===== config.mk =====
export PLATFORM = sky130hd
export DESIGN_NAME = dual_lane_serializer
export DESIGN_NICKNAME = d
export VERILOG_FILES = /design/src/rtl/dls_pkg.sv /design/src/rtl/dls_ctrl.sv /design/src/rtl/dls_lane.sv /design/src/rtl/dual_lane_serializer.sv
export SDC_FILE = /design/constraint.sdc
export NUM_CORES = 1
export LEC_CHECK = 0
export BUFFER_PORTS_ARGS = -buffer_cell sky130_fd_sc_hd__buf_2
export CAP_MARGIN = 20
export CELL_PAD_IN_SITES_DETAIL_PLACEMENT = 1
export CELL_PAD_IN_SITES_GLOBAL_PLACEMENT = 2
export CORE_ASPECT_RATIO = 1.1
export CORE_MARGIN = 2
export CORE_UTILIZATION = 41
export DETAILED_ROUTE_END_ITERATION = 10
export GPL_ROUTABILITY_DRIVEN = 0
export PLACE_DENSITY_LB_ADDON = 0.05
export SLEW_MARGIN = 40
export SYNTH_ARGS = -nofsm -noshare
export SYNTH_HDL_FRONTEND = slang
export SYNTH_SLANG_ARGS = --single-unit

===== constraint.sdc =====
create_clock -name clk_i -period 2.75 [get_ports clk_i]
set_input_delay 0.6875 -clock clk_i [delete_from_list [all_inputs] [get_ports clk_i]]
set_output_delay 0.6875 -clock clk_i [all_outputs]
set_load 0.1 [all_outputs]

===== src/rtl/dls_pkg.sv =====
package dls_pkg;
  localparam int unsigned BYTE_W = 8;
  typedef logic [BYTE_W-1:0] byte_t;
endpackage


===== src/rtl/dls_ctrl.sv =====
module dls_ctrl #(
  parameter int unsigned PAIRS = 4,
  localparam int unsigned CNT_W = (PAIRS > 1) ? $clog2(PAIRS) : 1
) (
  input  logic             clk_i,
  input  logic             rst_ni,
  input  logic             valid_i,
  output logic             ready_o,
  output logic             accept_o,
  output logic             busy_o,
  output logic             last_o,
  output logic [CNT_W-1:0] pair_o
);
  logic             busy_q;
  logic [CNT_W-1:0] cnt_q;

  assign last_o   = busy_q && (cnt_q == CNT_W'(PAIRS - 1));
  assign ready_o  = !busy_q || last_o;
  assign accept_o = valid_i && ready_o;
  assign busy_o   = busy_q;
  assign pair_o   = cnt_q;

  always_ff @(posedge clk_i or negedge rst_ni) begin
    if (!rst_ni) begin
      busy_q <= 1'b0;
      cnt_q  <= '0;
    end else if (accept_o) begin
      busy_q <= 1'b1;
      cnt_q  <= '0;
    end else if (last_o) begin
      busy_q <= 1'b0;
      cnt_q  <= '0;
    end else if (busy_q) begin
      cnt_q  <= cnt_q + 1'b1;
    end
  end
endmodule


===== src/rtl/dls_lane.sv =====
module dls_lane
  import dls_pkg::*;
#(
  parameter int unsigned LANE_BYTES = 8,
  parameter int unsigned BEATS      = 2,
  parameter int unsigned CNT_W      = 2,
  localparam int unsigned IDX_W     = $clog2(LANE_BYTES)
) (
  input  logic [LANE_BYTES*BYTE_W-1:0] half_i,
  input  logic [CNT_W-1:0]             pair_i,
  output logic [BEATS*BYTE_W-1:0]      beats_o
);
  byte_t bytes [LANE_BYTES];

  for (genvar k = 0; k < LANE_BYTES; k++) begin : g_split
    assign bytes[k] = half_i[k*BYTE_W +: BYTE_W];
  end

  // beat b of pair p uses byte p*BEATS+b
  for (genvar b = 0; b < BEATS; b++) begin : g_beat
    logic [IDX_W-1:0] idx;
    always_comb idx = IDX_W'(pair_i) * IDX_W'(BEATS) + IDX_W'(b);
    assign beats_o[b*BYTE_W +: BYTE_W] = bytes[idx];
  end
endmodule


===== src/rtl/dual_lane_serializer.sv =====
module dual_lane_serializer
  import dls_pkg::*;
#(
  parameter int unsigned LANE_BYTES = 8,
  parameter int unsigned BEATS      = 2,
  localparam int unsigned LANES     = 2,
  localparam int unsigned HALF_W    = LANE_BYTES * BYTE_W,
  localparam int unsigned WORD_W    = LANES * HALF_W,
  localparam int unsigned PAIR_W    = BEATS * BYTE_W,
  localparam int unsigned PAIRS     = LANE_BYTES / BEATS,
  localparam int unsigned CNT_W     = (PAIRS > 1) ? $clog2(PAIRS) : 1
) (
  input  logic              clk_i,
  input  logic              rst_ni,
  input  logic [WORD_W-1:0] word_i,
  input  logic              word_valid_i,
  output logic              word_ready_o,
  output logic [PAIR_W-1:0] lane_a_o,
  output logic [PAIR_W-1:0] lane_b_o,
  output logic              beat_valid_o,
  output logic              last_o
);
  logic              accept;
  logic [CNT_W-1:0]  pair;
  logic [WORD_W-1:0] word_q;
  logic [PAIR_W-1:0] lane_beats [LANES];

  dls_ctrl #(.PAIRS(PAIRS)) u_ctrl (
    .clk_i    (clk_i),
    .rst_ni   (rst_ni),
    .valid_i  (word_valid_i),
    .ready_o  (word_ready_o),
    .accept_o (accept),
    .busy_o   (beat_valid_o),
    .last_o   (last_o),
    .pair_o   (pair)
  );

  always_ff @(posedge clk_i or negedge rst_ni) begin
    if (!rst_ni)     word_q <= '0;
    else if (accept) word_q <= word_i;
  end

  // lane 0 = low half, lane 1 = high half
  for (genvar l = 0; l < LANES; l++) begin : g_lane
    dls_lane #(
      .LANE_BYTES (LANE_BYTES),
      .BEATS      (BEATS),
      .CNT_W      (CNT_W)
    ) u_lane (
      .half_i  (word_q[l*HALF_W +: HALF_W]),
      .pair_i  (pair),
      .beats_o (lane_beats[l])
    );
  end

  assign lane_a_o = lane_beats[0];
  assign lane_b_o = lane_beats[1];
endmodule


; Yosys cells after proc, flatten, opt, wreduce, memory -nomap -nowiden
; Index checks and enable logic that the tools add are counted.
[word_totals]
output_inout_bits = 35
in_bits = 131
regBits = 131
wordCells = 33
[classes]
reduce_logical = 6
n_eq_ne = 1
add_sub_neg = 2
n_bitwise = 2
muxes = 17
n_lt_le_gt_ge = 2
[ops]
columns = cell, n
row1 = binary-select mux 8 bit (select 3 bit), 4
row2 = 2-to-1 mux 8 bit, 8
row3 = >= comparator 4 bit (second input constant), 2
row4 = inverter 3 -> 4 bit, 2
row5 = 2-to-1 mux 2 bit, 3
row6 = adder 3 x 1 -> 3 bit (second input constant), 1
row7 = nonzero test 3 bit, 1
row8 = adder 2 x 1 -> 2 bit (second input constant), 1
row9 = == test 2 bit (second input constant), 1
row10 = logical AND 1 bit, 2
row11 = 2-to-1 mux 1 bit, 2
row12 = nonzero test 2 bit, 1
row13 = logical NOT 1 bit, 1
row14 = logical OR 1 bit, 1

; Longest topological paths before layout
[depth]
word_depth = 5
depth_mapped = 6

; Hierarchy
; Synthesis repeated with hierarchy kept, for this count alone.
[hier_totals]
hier_cells = 323
area_unflattened_um2 = 5813.1
[modules_own_cells]
columns = module, seq_area_each_um2, cells_per_inst, n_inst, area_per_inst_um2
row1 = dual_lane_serializer, 3203.1, 270, 1, 4822.1
row2 = dls_lane, 0.0, 20, 2, 424.2
row3 = dls_ctrl, 75.1, 13, 1, 142.6

; Worst setup path before layout
; Ideal clock, no wire load.
[synth_path]
kind = reg-to-output
start = register u_ctrl.busy_q, in the netlist u_ctrl.busy_o
end = output port last_o
n_path_buf = 0
path_stages_with_launch = 2
t_required_ns = 2.062
arrival_ns = 1.857
setup_slack_ns = 0.206
path_cell_list = dfrtp_1 and2_1
[synth_between]
elab_chain_len = 1
[synth_lines]
columns = item, line_no
row1 = from (decl), dls_ctrl.sv:14  ; logic busy_q;
row2 = from (signal assigned), dls_ctrl.sv:25  ; busy_q <= 1'b0;
row3 = from (signal assigned), dls_ctrl.sv:28  ; busy_q <= 1'b1;
row4 = from (signal assigned), dls_ctrl.sv:31  ; busy_q <= 1'b0;
row5 = logical AND 1 bit, dls_ctrl.sv:17  ; assign last_o = busy_q && (cnt_q == CNT_W'(PAIRS - 1));
row6 = to (decl), dual_lane_serializer.sv:21  ; output logic last_o
; Every way passes these cells.

; Worst setup path after layout
[layout_path]
start = register u_ctrl.cnt_q[0], in the netlist u_ctrl.pair_o[0]
end = output port lane_a_o[4]
[layout_between]
elab_chain_len = 4
[layout_lines]
columns = item, line_no
row1 = from (decl), dls_ctrl.sv:15  ; logic [CNT_W-1:0] cnt_q;
row2 = from (signal assigned), dls_ctrl.sv:34  ; cnt_q <= cnt_q + 1'b1;
row3 = inverter 3 -> 4 bit (not written as such), dls_lane.sv:23  ; assign beats_o[b*BYTE_W +: BYTE_W] = bytes[idx];
row4 = binary-select mux 8 bit (select 3 bit), dls_lane.sv:23
row5 = 2-to-1 mux 8 bit (not written as such) (2 in series), dls_lane.sv:23
row6 = to (decl), dual_lane_serializer.sv:18  ; output logic [PAIR_W-1:0] lane_a_o,
; Every way passes these cells. The select of a mux whose other input is x is not followed.

==> impl_metrics.csv <==
group,metric,value,unit
status,outcome,"complete, no violations",
critical_path,crit_path_max_fanout,17,
worst_hold_path,worstHoldPathType,"input port to asynchronous set/reset pin",
critical_path,worstPathArrival,1930,ps
timing,tns,0,ps
drt,dr.first_iter.drc_count,138,
clock_network,cts_buffers,17,
timing,finalClockSkew,5.775,ps
clock_network,h-tree-depth,4,
clock_network,ctsResizeCount,1,
critical_path,r2r_start,"u_ctrl.pair_o[0]",
logic_synthesis,syn_inst,323,
logic_synthesis,avgSynthCellArea,19.17,µm²
logic_synthesis,synth_seq_cells,131,
global_routing,antenna_found_initial,0,
clock_network,cts_hold_buf,0,
logic_synthesis,ys_warn_count,0,
timing,final.min_clock_period,2616,ps
floorplan,die_y,132.9,µm
drt,first_pass_iters,4,
drt,drc_errors,0,
place,place_ws,465.8,ps
final_layout,fin_nets,628,
floorplan,placementRows,47,
clock_network,cts_tree,"built",
floorplan,boundaryPins,166,
timing,final.period_utilization,0.9513,
critical_path,r2r_end,"word_q[61]",
floorplan,die_w,121.2,µm
logic_synthesis,syn_area,0.006192,mm²
final_layout,fin_cells,706,
place,dpl.hpwl,9.151,mm
place,placed_cell_area,0.007139,mm²
critical_path,path_class,"flip-flop to output port",
global_routing,grt_pass1_vias,3946,
drt,vias_per_cell,4.882,
timing,finalHoldViolCount,0,
critical_path,cp-end-kind,"output port",
logic_synthesis,seq_area_frac_synth,0.5294,
global_routing,grt.total_usage,0.1816,
timing,relSlewSlack,0.5307,
timing,setup_violations,0,
drt,wl_per_cell,19.32,µm
clock_network,cts_buffer_depth,2,
timing,tightest_slew,703.9,ps
timing,fmax,382.3,MHz
logic_synthesis,synth.top_cells.by_area,"dfrtp_1 53%, mux2_4 24%, mux4_2 12%, mux2_2 5.1%, buf_12 3.6%",
drt,ant_nets,0,
place,placed_cells,673,
global_routing,grt_max_degree,132,
flow_run,max_cap_viol_count,0,
critical_path,crit_required,2060,ps
timing,rsz0062_at_grt,"no",
timing,drv_slew,0,
critical_path,r2r_setup_slack,530,ps
floorplan,core,0.01494,mm²
clock_network,cts.clk_slew.worst_paths,60,ps
critical_path,startpoint_type,"flip-flop",
logic_synthesis,synth_top_cell_area_share,0.5294,
floorplan,start_util,0.4146,
drt,vias,3447,
critical_path,reg2reg_depth,6,
place,port_buffers,165,
drt,wirelength,13.64,mm
logic_synthesis,synth.distinct_cells,18,
clock_network,cts.sinks,131,
clock_network,clk_latency,420,ps
final_layout,area_delta_synth_final,25.70,%
global_routing,grt_overflow,0,
final_layout,final_cell_area,0.007784,mm²
clock_network,post_cts_buffers,0,
final_layout,layout-drive-gt1-share,0.7269,
floorplan,die_area,0.01610,mm²
clock_network,cts-root-buf,"clkbuf_16",
timing,layout_setup_ws,134.0,ps
logic_synthesis,synth_nets,455,
logic_synthesis,synth_top_area_cell,"dfrtp_1",
global_routing,grt_pass1_wl,22.11,mm
[synth_stat cells, drive strengths merged]
| library cell | count |
|---|---|
| nand2 | 3 |
| o21ai | 1 |
| clkbuf | 1 |
| ha | 1 |
| buf | 21 |
| nand2b | 2 |
| and2 | 1 |
| mux4 | 32 |
| nor2 | 1 |
| dfrtp | 131 |
| a32o | 1 |
| mux2 | 128 |
[stage by stage]
stage | hold WS [ps] | utilization
after floorplan | 391.9 | -
after global placement | 482.8 | 0.4780
after detailed placement | 489.9 | 0.4780
after CTS | 420.8 | 0.5209
after global routing | 418.6 | 0.5209
final | 367.5 | 0.5211
[worst max-delay path, stage by stage, from the launching register on]
cell     delay, ps
dfrtp_2        380
buf_6          260
mux4_2         550
buf_2          310
[state kept, by name (all words and copies together) (netlist names)]
signal,count
u_ctrl.pair_o,2
u_ctrl.busy_o,1
word_q,128
[worst max path at each step]
stage          cells after the start  slack, ps          end             start
4_1_cts                            3         90  lane_a_o[7]  u_ctrl.pair_o[0]
6_report                           3        130  lane_a_o[4]  u_ctrl.pair_o[0]
3_5_place_dp                       3        470  lane_a_o[4]  u_ctrl.pair_o[0]
5_1_grt                            3         40  lane_a_o[4]  u_ctrl.pair_o[0]
2_1_floorplan                      1        210       last_o     u_ctrl.busy_o
3_3_place_gp                       3        470  lane_a_o[0]  u_ctrl.pair_o[0]
[area by class of cell]
class                   count  area [µm²]
repair buffers            176       994.7
clock buffers              23       488.0
clock inverters             9       150.1
fillers                  1481        7153
well taps                 196       245.2
flip-flops and latches    131        3281
diodes                      1       2.502
multi-input cells         170        2623
[per-layer routing]
| layer | vias to the layer above | GRT usage | share of wire | wire [µm] |
|---|---|---|---|---|
| li1 | 1548 | - | - | - |
| met1 | 1768 | 0.2279 | 0.42 | 5735 |
| met2 | 109 | 0.2875 | 0.49 | 6738 |
| met3 | 22 | 0.06552 | 0.067 | 908 |
| met4 | 0 | 0.07024 | 0.019 | 255 |
| met5 | - | 0 | 0 | 0 |
[cell usage in the layout, fill, tap and decap left out]
cell type,n
buf_2,162
dfrtp_1,129
mux2_4,100
mux4_2,32
mux2_2,28
clkbuf_16,17
buf_4,7
buf_12,6
clkbuf_8,4
bufinv_16,4
clkinv_2,3
nand2_1,2
clkbuf_1,2
clkinvlp_4,2
dfrtp_2,2
diode_2,1
nand2b_4,1
and2_1,1
nand2_8,1
nor2_1,1
o21ai_0,1
a32o_1,1
nand2b_1,1
ha_1,1
buf_6,1
[cell families after synthesis]
family	after synthesis	share of synthesized area
AOI/OAI and AO/OA	2	0.002424
buffers and inverters	22	0.04849
adders and majority gates	1	0.002020
DFF	131	0.5294
and+or+nand+nor	7	0.007881
muxes	160	0.4098
Power is left out: the tool's default activity adds up to more than one toggle a clock period on the data nets, which glitch-free logic cannot reach.
